`config.mk`:
```
export PLATFORM = sky130hd
export DESIGN_NAME = rmac_core
export DESIGN_NICKNAME = d
export VERILOG_FILES = /design/src/rtl/rmac_pkg.sv /design/src/rtl/rmac_seq.sv /design/src/rtl/rmac_mulpipe.sv /design/src/rtl/rmac_addsub.sv /design/src/rtl/rmac_core.sv
export SDC_FILE = /design/constraint.sdc
export NUM_CORES = 1
export LEC_CHECK = 0
export BUFFER_PORTS_ARGS = -buffer_cell sky130_fd_sc_hd__buf_2
export CORE_ASPECT_RATIO = 2
export CORE_MARGIN = 4
export CORE_UTILIZATION = 30
export DETAILED_ROUTE_END_ITERATION = 10
export PLACE_DENSITY = 0.45
export SKIP_CTS_REPAIR_TIMING = 1
export SYNTH_ARGS = -nofsm -noshare
export SYNTH_HDL_FRONTEND = slang
export SYNTH_SLANG_ARGS = --single-unit
```
`constraint.sdc`:
```
create_clock -name clk_i -period 5.7 [get_ports clk_i]
set_input_delay 0.285 -clock clk_i [delete_from_list [all_inputs] [get_ports clk_i]]
set_output_delay 0.285 -clock clk_i [all_outputs]
set_load 0.05 [all_outputs]
```
`src/rtl/rmac_pkg.sv`:
```
package rmac_pkg;

  localparam int OPC_W = 3;

  localparam logic [OPC_W-1:0] OPC_MUL    = 3'd0;
  localparam logic [OPC_W-1:0] OPC_ADD_C  = 3'd1;
  localparam logic [OPC_W-1:0] OPC_SUB_C  = 3'd2;
  localparam logic [OPC_W-1:0] OPC_ACC    = 3'd3;
  localparam logic [OPC_W-1:0] OPC_DEC    = 3'd4;
  localparam logic [OPC_W-1:0] OPC_SCALE  = 3'd5;

  function automatic logic opc_legal(input logic [OPC_W-1:0] op);
    return op <= OPC_SCALE;
  endfunction

  function automatic logic opc_wr_m(input logic [OPC_W-1:0] op);
    return op == OPC_MUL || op == OPC_ACC || op == OPC_DEC || op == OPC_SCALE;
  endfunction

  function automatic logic opc_wr_z(input logic [OPC_W-1:0] op);
    return op == OPC_ADD_C || op == OPC_SUB_C || op == OPC_ACC || op == OPC_DEC;
  endfunction

  function automatic logic opc_sub(input logic [OPC_W-1:0] op);
    return op == OPC_SUB_C || op == OPC_DEC;
  endfunction

  function automatic logic opc_use_c(input logic [OPC_W-1:0] op);
    return op == OPC_ADD_C || op == OPC_SUB_C;
  endfunction

  function automatic logic opc_m_fb(input logic [OPC_W-1:0] op);
    return op == OPC_SCALE;
  endfunction

endpackage

```
`src/rtl/rmac_seq.sv`:
```
module rmac_seq
  import rmac_pkg::*;
#(
  parameter int MUL_LAT = 5,
  localparam int LAST  = MUL_LAT + 1,
  localparam int CNT_W = $clog2(LAST + 1)
) (
  input  logic             clk_i,
  input  logic             rst_ni,
  input  logic             start_i,
  input  logic [OPC_W-1:0] opcode_i,
  output logic             launch_o,
  output logic             busy_o,
  output logic             done_o,
  output logic [OPC_W-1:0] op_o,
  output logic [CNT_W-1:0] cnt_o,
  output logic             m_we_o,
  output logic             z_we_o
);

  logic             busy_q, done_q;
  logic [CNT_W-1:0] cnt_q;
  logic [OPC_W-1:0] op_q;
  logic             at_mul, at_last;

  assign launch_o = !busy_q && start_i && opc_legal(opcode_i);
  assign at_mul   = busy_q && (cnt_q == CNT_W'(MUL_LAT));
  assign at_last  = busy_q && (cnt_q == CNT_W'(LAST));

  always_ff @(posedge clk_i or negedge rst_ni) begin
    if (!rst_ni) begin
      busy_q <= 1'b0;
      done_q <= 1'b0;
      cnt_q  <= '0;
      op_q   <= '0;
    end else begin
      done_q <= 1'b0;
      if (launch_o) begin
        busy_q <= 1'b1;
        cnt_q  <= CNT_W'(1);
        op_q   <= opcode_i;
      end else if (at_last) begin
        busy_q <= 1'b0;
        cnt_q  <= '0;
        done_q <= 1'b1;
      end else if (busy_q) begin
        cnt_q <= cnt_q + CNT_W'(1);
      end
    end
  end

  assign busy_o = busy_q;
  assign done_o = done_q;
  assign op_o   = op_q;
  assign cnt_o  = cnt_q;
  assign m_we_o = at_mul && opc_wr_m(op_q);
  assign z_we_o = at_last && opc_wr_z(op_q);

  a_r9_done_one_cycle: assert property (@(posedge clk_i) disable iff (!rst_ni)
    done_o |=> !done_o);

  a_r9_done_ends_busy: assert property (@(posedge clk_i) disable iff (!rst_ni)
    done_o |-> !busy_o && $past(busy_o));

  a_r10_start_while_busy: assert property (@(posedge clk_i) disable iff (!rst_ni)
    busy_o && start_i && cnt_o != CNT_W'(LAST) |=> busy_o && cnt_o == $past(cnt_o) + CNT_W'(1));

  a_r11_reserved_idle: assert property (@(posedge clk_i) disable iff (!rst_ni)
    !busy_o && start_i && !opc_legal(opcode_i) |=> !busy_o);

endmodule

```
`src/rtl/rmac_mulpipe.sv`:
```
module rmac_mulpipe #(
  parameter int DATA_W = 16,
  parameter int LAT    = 5
) (
  input  logic              clk_i,
  input  logic              rst_ni,
  input  logic              launch_i,
  input  logic [DATA_W-1:0] opa_i,
  input  logic [DATA_W-1:0] opb_i,
  output logic [DATA_W-1:0] prod_o,
  output logic              vld_o
);

  // stage 0 captures operands; stages 1..LAT-1 carry the product
  logic [DATA_W-1:0] a0_q, b0_q;
  logic              v0_q;

  always_ff @(posedge clk_i or negedge rst_ni) begin
    if (!rst_ni) begin
      a0_q <= '0;
      b0_q <= '0;
      v0_q <= 1'b0;
    end else begin
      v0_q <= launch_i;
      if (launch_i) begin
        a0_q <= opa_i;
        b0_q <= opb_i;
      end
    end
  end

  for (genvar g = 1; g < LAT; g++) begin : g_stg
    logic [DATA_W-1:0] p_d, p_q;
    logic              v_d, v_q;
    if (g == 1) begin : g_head
      assign p_d = a0_q * b0_q;
      assign v_d = v0_q;
    end else begin : g_tail
      assign p_d = g_stg[g-1].p_q;
      assign v_d = g_stg[g-1].v_q;
    end
    always_ff @(posedge clk_i or negedge rst_ni) begin
      if (!rst_ni) begin
        p_q <= '0;
        v_q <= 1'b0;
      end else begin
        v_q <= v_d;
        if (v_d) p_q <= p_d;
      end
    end
  end

  assign prod_o = g_stg[LAT-1].p_q;
  assign vld_o  = g_stg[LAT-1].v_q;

endmodule

```
`src/rtl/rmac_addsub.sv`:
```
module rmac_addsub #(
  parameter int DATA_W = 16
) (
  input  logic [DATA_W-1:0] x_i,
  input  logic [DATA_W-1:0] y_i,
  input  logic              sub_i,
  output logic [DATA_W-1:0] s_o
);

  logic [DATA_W-1:0] y_eff;

  // x + (~y) + 1 for subtraction, wraps at DATA_W
  assign y_eff = sub_i ? ~y_i : y_i;
  assign s_o   = x_i + y_eff + DATA_W'(sub_i);

endmodule

```
`src/rtl/rmac_core.sv`:
```
module rmac_core
  import rmac_pkg::*;
#(
  parameter int DATA_W  = 16,
  parameter int MUL_LAT = 5
) (
  input  logic              clk_i,
  input  logic              rst_ni,
  input  logic              start_i,
  input  logic [2:0]        opcode_i,
  input  logic [DATA_W-1:0] a_i,
  input  logic [DATA_W-1:0] b_i,
  input  logic [DATA_W-1:0] c_i,
  output logic [DATA_W-1:0] m_o,
  output logic [DATA_W-1:0] z_o,
  output logic              busy_o,
  output logic              done_o
);

  localparam int LAST  = MUL_LAT + 1;
  localparam int CNT_W = $clog2(LAST + 1);

  logic             launch, m_we, z_we, pipe_vld;
  logic [OPC_W-1:0] op_run;
  logic [CNT_W-1:0] seq_cnt;
  logic [DATA_W-1:0] mul_a, mul_b, prod, add_x, sum;
  logic [DATA_W-1:0] m_q, z_q;

  rmac_seq #(.MUL_LAT(MUL_LAT)) u_seq (
    .clk_i    (clk_i),
    .rst_ni   (rst_ni),
    .start_i  (start_i),
    .opcode_i (opcode_i),
    .launch_o (launch),
    .busy_o   (busy_o),
    .done_o   (done_o),
    .op_o     (op_run),
    .cnt_o    (seq_cnt),
    .m_we_o   (m_we),
    .z_we_o   (z_we)
  );

  // recursive scale multiplies the held product by a
  assign mul_a = opc_m_fb(opcode_i) ? m_q : a_i;
  assign mul_b = opc_m_fb(opcode_i) ? a_i : b_i;

  rmac_mulpipe #(.DATA_W(DATA_W), .LAT(MUL_LAT)) u_mul (
    .clk_i    (clk_i),
    .rst_ni   (rst_ni),
    .launch_i (launch),
    .opa_i    (mul_a),
    .opb_i    (mul_b),
    .prod_o   (prod),
    .vld_o    (pipe_vld)
  );

  // sum stage reads the product register, already updated for acc/dec
  assign add_x = opc_use_c(op_run) ? c_i : z_q;

  rmac_addsub #(.DATA_W(DATA_W)) u_add (
    .x_i   (add_x),
    .y_i   (m_q),
    .sub_i (opc_sub(op_run)),
    .s_o   (sum)
  );

  always_ff @(posedge clk_i or negedge rst_ni) begin
    if (!rst_ni) begin
      m_q <= '0;
      z_q <= '0;
    end else begin
      if (m_we) m_q <= prod;
      if (z_we) z_q <= sum;
    end
  end

  assign m_o = m_q;
  assign z_o = z_q;

  a_r8_m_hold_early: assert property (@(posedge clk_i) disable iff (!rst_ni)
    busy_o && seq_cnt < CNT_W'(MUL_LAT) |=> $stable(m_o));

  a_r8_z_hold_idle: assert property (@(posedge clk_i) disable iff (!rst_ni)
    !busy_o |=> $stable(z_o));

  a_r2_product_ready: assert property (@(posedge clk_i) disable iff (!rst_ni)
    m_we |-> pipe_vld);

  a_r9_busy_until_sum: assert property (@(posedge clk_i) disable iff (!rst_ni)
    $fell(busy_o) |-> done_o);

endmodule

```
==> impl_metrics.yaml <==
cts:
  cts_tree: "built"
  ctsLongestPathBuffers: 2
  clock_sinks: 140
  cts_htree_levels: 4
  clk-insertion-delay-late_ns: 0.45
  cts_root_buf: "clkbuf_16"
  numCtsBuffers: 17
  clk_pin_slew_worst_paths_ns: 0.08
timing:
  whs_ns: 0.06292
  finalHoldViolCount: 0
  slew_headroom: 0.3006
  fmax_mhz: 186.0
  tightest_slew_ns: 1.046
  tns_ns: 0
  post-route-period-util: 0.9433
  finClkSkew_ns: 0.02255
  fin_ws_ns: 0.3231
  rsz0062_at_grt: "no"
  finalMaxSlewViolations: 0
  final-setup-viol-count: 0
  min_period_ns: 5.377
worst_hold_path:
  hold_path_depth: 3
  hold_path_end: "u_seq.op_o[0]"
  hp-class: "in2reg"
  hp-start: "opcode_i[0]"
floorplan:
  initial_core_util: 0.3039
  die_x_um: 141.1
  dieHeight_um: 274.1
  io_pins: 88
  placementRows: 97
  core_area_mm2: 0.03495
  dieArea_mm2: 0.03867
critical_path:
  startpoint_type: "flop"
  r2r_end: "u_mul.g_stg[1].p_q[15]"
  reg2reg_from: "u_mul.b0_q[2]"
  rrSetupSlack_ns: 0.32
  cp.arrival_ns: 5.72
  reg2reg_depth: 17
  worstSetupEndpointType: "flop"
  worstSetupPathType: "reg2reg"
  worstPathMaxFanout: 10
  cp.required_ns: 6.04
route:
  routedLengthMet1_mm: 10.17
  drt_iter0_drc: 236
  wl_met2_mm: 18.29
  firstDrtPassIters: 4
  drc: 0
  postRouteAntennaNets: 0
  routed.top_layer: "met4"
  vias_per_cell: 4.644
  dr_total_vias: 7323
  wire_per_inst_um: 19.28
  dr_wl_met3_um: 587
  drt_wl_total_mm: 30.40
grt:
  antenna_found_initial: 0
  grt_pass1_vias: 7905
  track_usage: 0.1630
  grt_max_degree: 74
  grt_overflow: 0
  grt_first_pass_wirelength_mm: 46.86
synth:
  synth_area_mm2: 0.01062
  synthCells: 1033
  synth.avg_cell_area_um2: 10.28
  ys_async_sr_fraction: 1.000
  ys_types: 57
  synth-seq-area-share: 0.3298
  synth_enable_flop_cells: 0
  ys_seq_elements: 140
  synth.yosys.warnings: 0
  synth_nets: 1234
  synth_ff_type: "dfrtp_1"
status:
  outcome: "finished clean"
place:
  hpwl_mm: 24.61
  gp_congestion: 0.8382
  dp_slack_ns: 0.1002
  io_buffer_count: 87
final_layout:
  antenna_cells: 0
  synthToLayoutAreaGrowth_pct: 15.12
  final_layout_size_suffix_gt1_frac: 0.2253
  utilization: 0.3499
  finish.net_count: 1320
flow_run:
  maxCapViolations: 0
## cell usage after synthesis, drive strengths merged (2+ instances only)
| cell type | instances | area, um2 |
|---|---|---|
| dfrtp | 140 | 3503 |
| o21ai | 60 | 300.3 |
| mux2i | 36 | 360.4 |
| o221ai | 2 | 23.77 |
| buf | 15 | 78.83 |
| nand2b | 9 | 56.30 |
| o21a | 5 | 37.54 |
| o311ai | 2 | 17.52 |
| inv | 126 | 473.0 |
| nor2 | 14 | 57.55 |
| nand3 | 6 | 30.03 |
| a31oi | 4 | 31.28 |
| a21o | 6 | 45.04 |
| and3 | 2 | 12.51 |
| ha | 66 | 825.8 |
| a21boi | 2 | 15.01 |
| or3 | 2 | 12.51 |
| nor3b | 4 | 35.03 |
| clkbuf | 34 | 130.1 |
| and2 | 68 | 425.4 |
| a211oi | 6 | 50.05 |
| nand4 | 4 | 25.02 |
| o31ai | 3 | 32.53 |
| xor2 | 25 | 219.0 |
| xnor2 | 41 | 359.1 |
| nand2 | 139 | 521.8 |
| o22ai | 2 | 12.51 |
| fa | 81 | 1622 |
| o211ai | 2 | 15.01 |
| mux2 | 90 | 1013 |
| o21bai | 4 | 30.03 |
| a21oi | 18 | 90.09 |
## metal layers
metal  vias to the layer above  global-route usage
li1                       3516                   -
met1                      3646              0.1574
met2                       113              0.3296
met3                        48             0.02077
met4                         0             0.07708
met5                         -                   0
## worst max path at each step
stage	from	to	slack (ns)	depth (start not counted)
after CTS	u_mul.a0_q[3]	u_mul.g_stg[1].p_q[15]	0.12	19
after global routing	u_mul.b0_q[2]	u_mul.g_stg[1].p_q[15]	0.08	17
after global placement	u_mul.a0_q[3]	u_mul.g_stg[1].p_q[15]	0.14	19
final	u_mul.b0_q[2]	u_mul.g_stg[1].p_q[15]	0.32	17
after floorplan	u_mul.b0_q[1]	u_mul.g_stg[1].p_q[15]	0.44	18
after detailed placement	u_mul.a0_q[3]	u_mul.g_stg[1].p_q[15]	0.10	19
## worst max-delay path: stages (launching register included)
cell and delay, ns:
dfrtp_1 0.50, and2_1 0.21, fa_1 0.50, inv_1 0.06, fa_1 0.53, inv_1 0.05
fa_1 0.50, inv_1 0.06, fa_1 0.56, fa_1 0.44, fa_1 0.39, xor2_1 0.16
xnor2_1 0.18, xnor2_1 0.16, xnor2_1 0.16, xnor3_1 0.42, xnor2_1 0.15, mux2_2 0.26
## flip-flops by register name, summed over array words and instances, names as in the netlist
| signal | flops |
|---|---|
| m_o | 16 |
| u_mul.g_stg.p_q | 48 |
| u_seq.cnt_o | 3 |
| u_mul.a0_q | 16 |
| u_mul.g_stg.v_q | 3 |
| u_mul.prod_o | 16 |
| u_mul.g_stg.v_d | 1 |
| z_o | 16 |
| u_seq.done_o | 1 |
| u_seq.op_o | 3 |
| u_seq.busy_o | 1 |
| u_mul.b0_q | 16 |
## placed cells by master (no fill, tap or decap), types with 3 or more instances in the layout
master and n:
nor3b_1 3, a21o_1 6, a31oi_1 3, nand3_1 6
a21oi_1 18, clkbuf_16 17, nand2_1 139, buf_4 28
o21a_1 5, mux2_2 90, mux2i_1 36, nor2_1 12
ha_1 66, dfrtp_1 138, xnor2_1 41, buf_2 86
xor2_1 25, and2_1 68, a211oi_1 4, nand4_1 4
inv_6 4, inv_1 126, nand2b_1 8, clkinvlp_4 3
o21ai_0 58, clkinv_2 3, fa_1 81, o21bai_1 4
## through the flow
stage                     cells  cell area [um2]
after CTS                  1576            12210
final                      1577            12230
after global routing       1577            12230
after global placement     1544            11620
after floorplan            1033            10620
after detailed placement   1544            11620
## cell families (layout without fill, tap and decap cells)
family                     count (synthesis)  count (layout)  share of synthesized area
AOI/OAI and AO/OA                        122             122                    0.07244
xor gates and xnor gates                  67              67                    0.05654
adders and majority gates                147             147                     0.2304
buffers and inverters                    175             274                    0.06419
DFF                                      140             140                     0.3298
muxes                                    126             126                     0.1293
and+or+nand+nor                          256             256                     0.1173
## layout make-up
cell class              instances  area (um2)
clock buffers                  17       425.4
clock inverters                15       161.4
fillers                      3655       22720
inverters                     126       473.0
multi-input cells             718        6445
flip-flops and latches        140        3506
well taps                     445       556.8
repair buffers                116       661.9
Power is left out: the tool's default activity adds up to more than one toggle a clock period on the data nets, which glitch-free logic cannot reach.
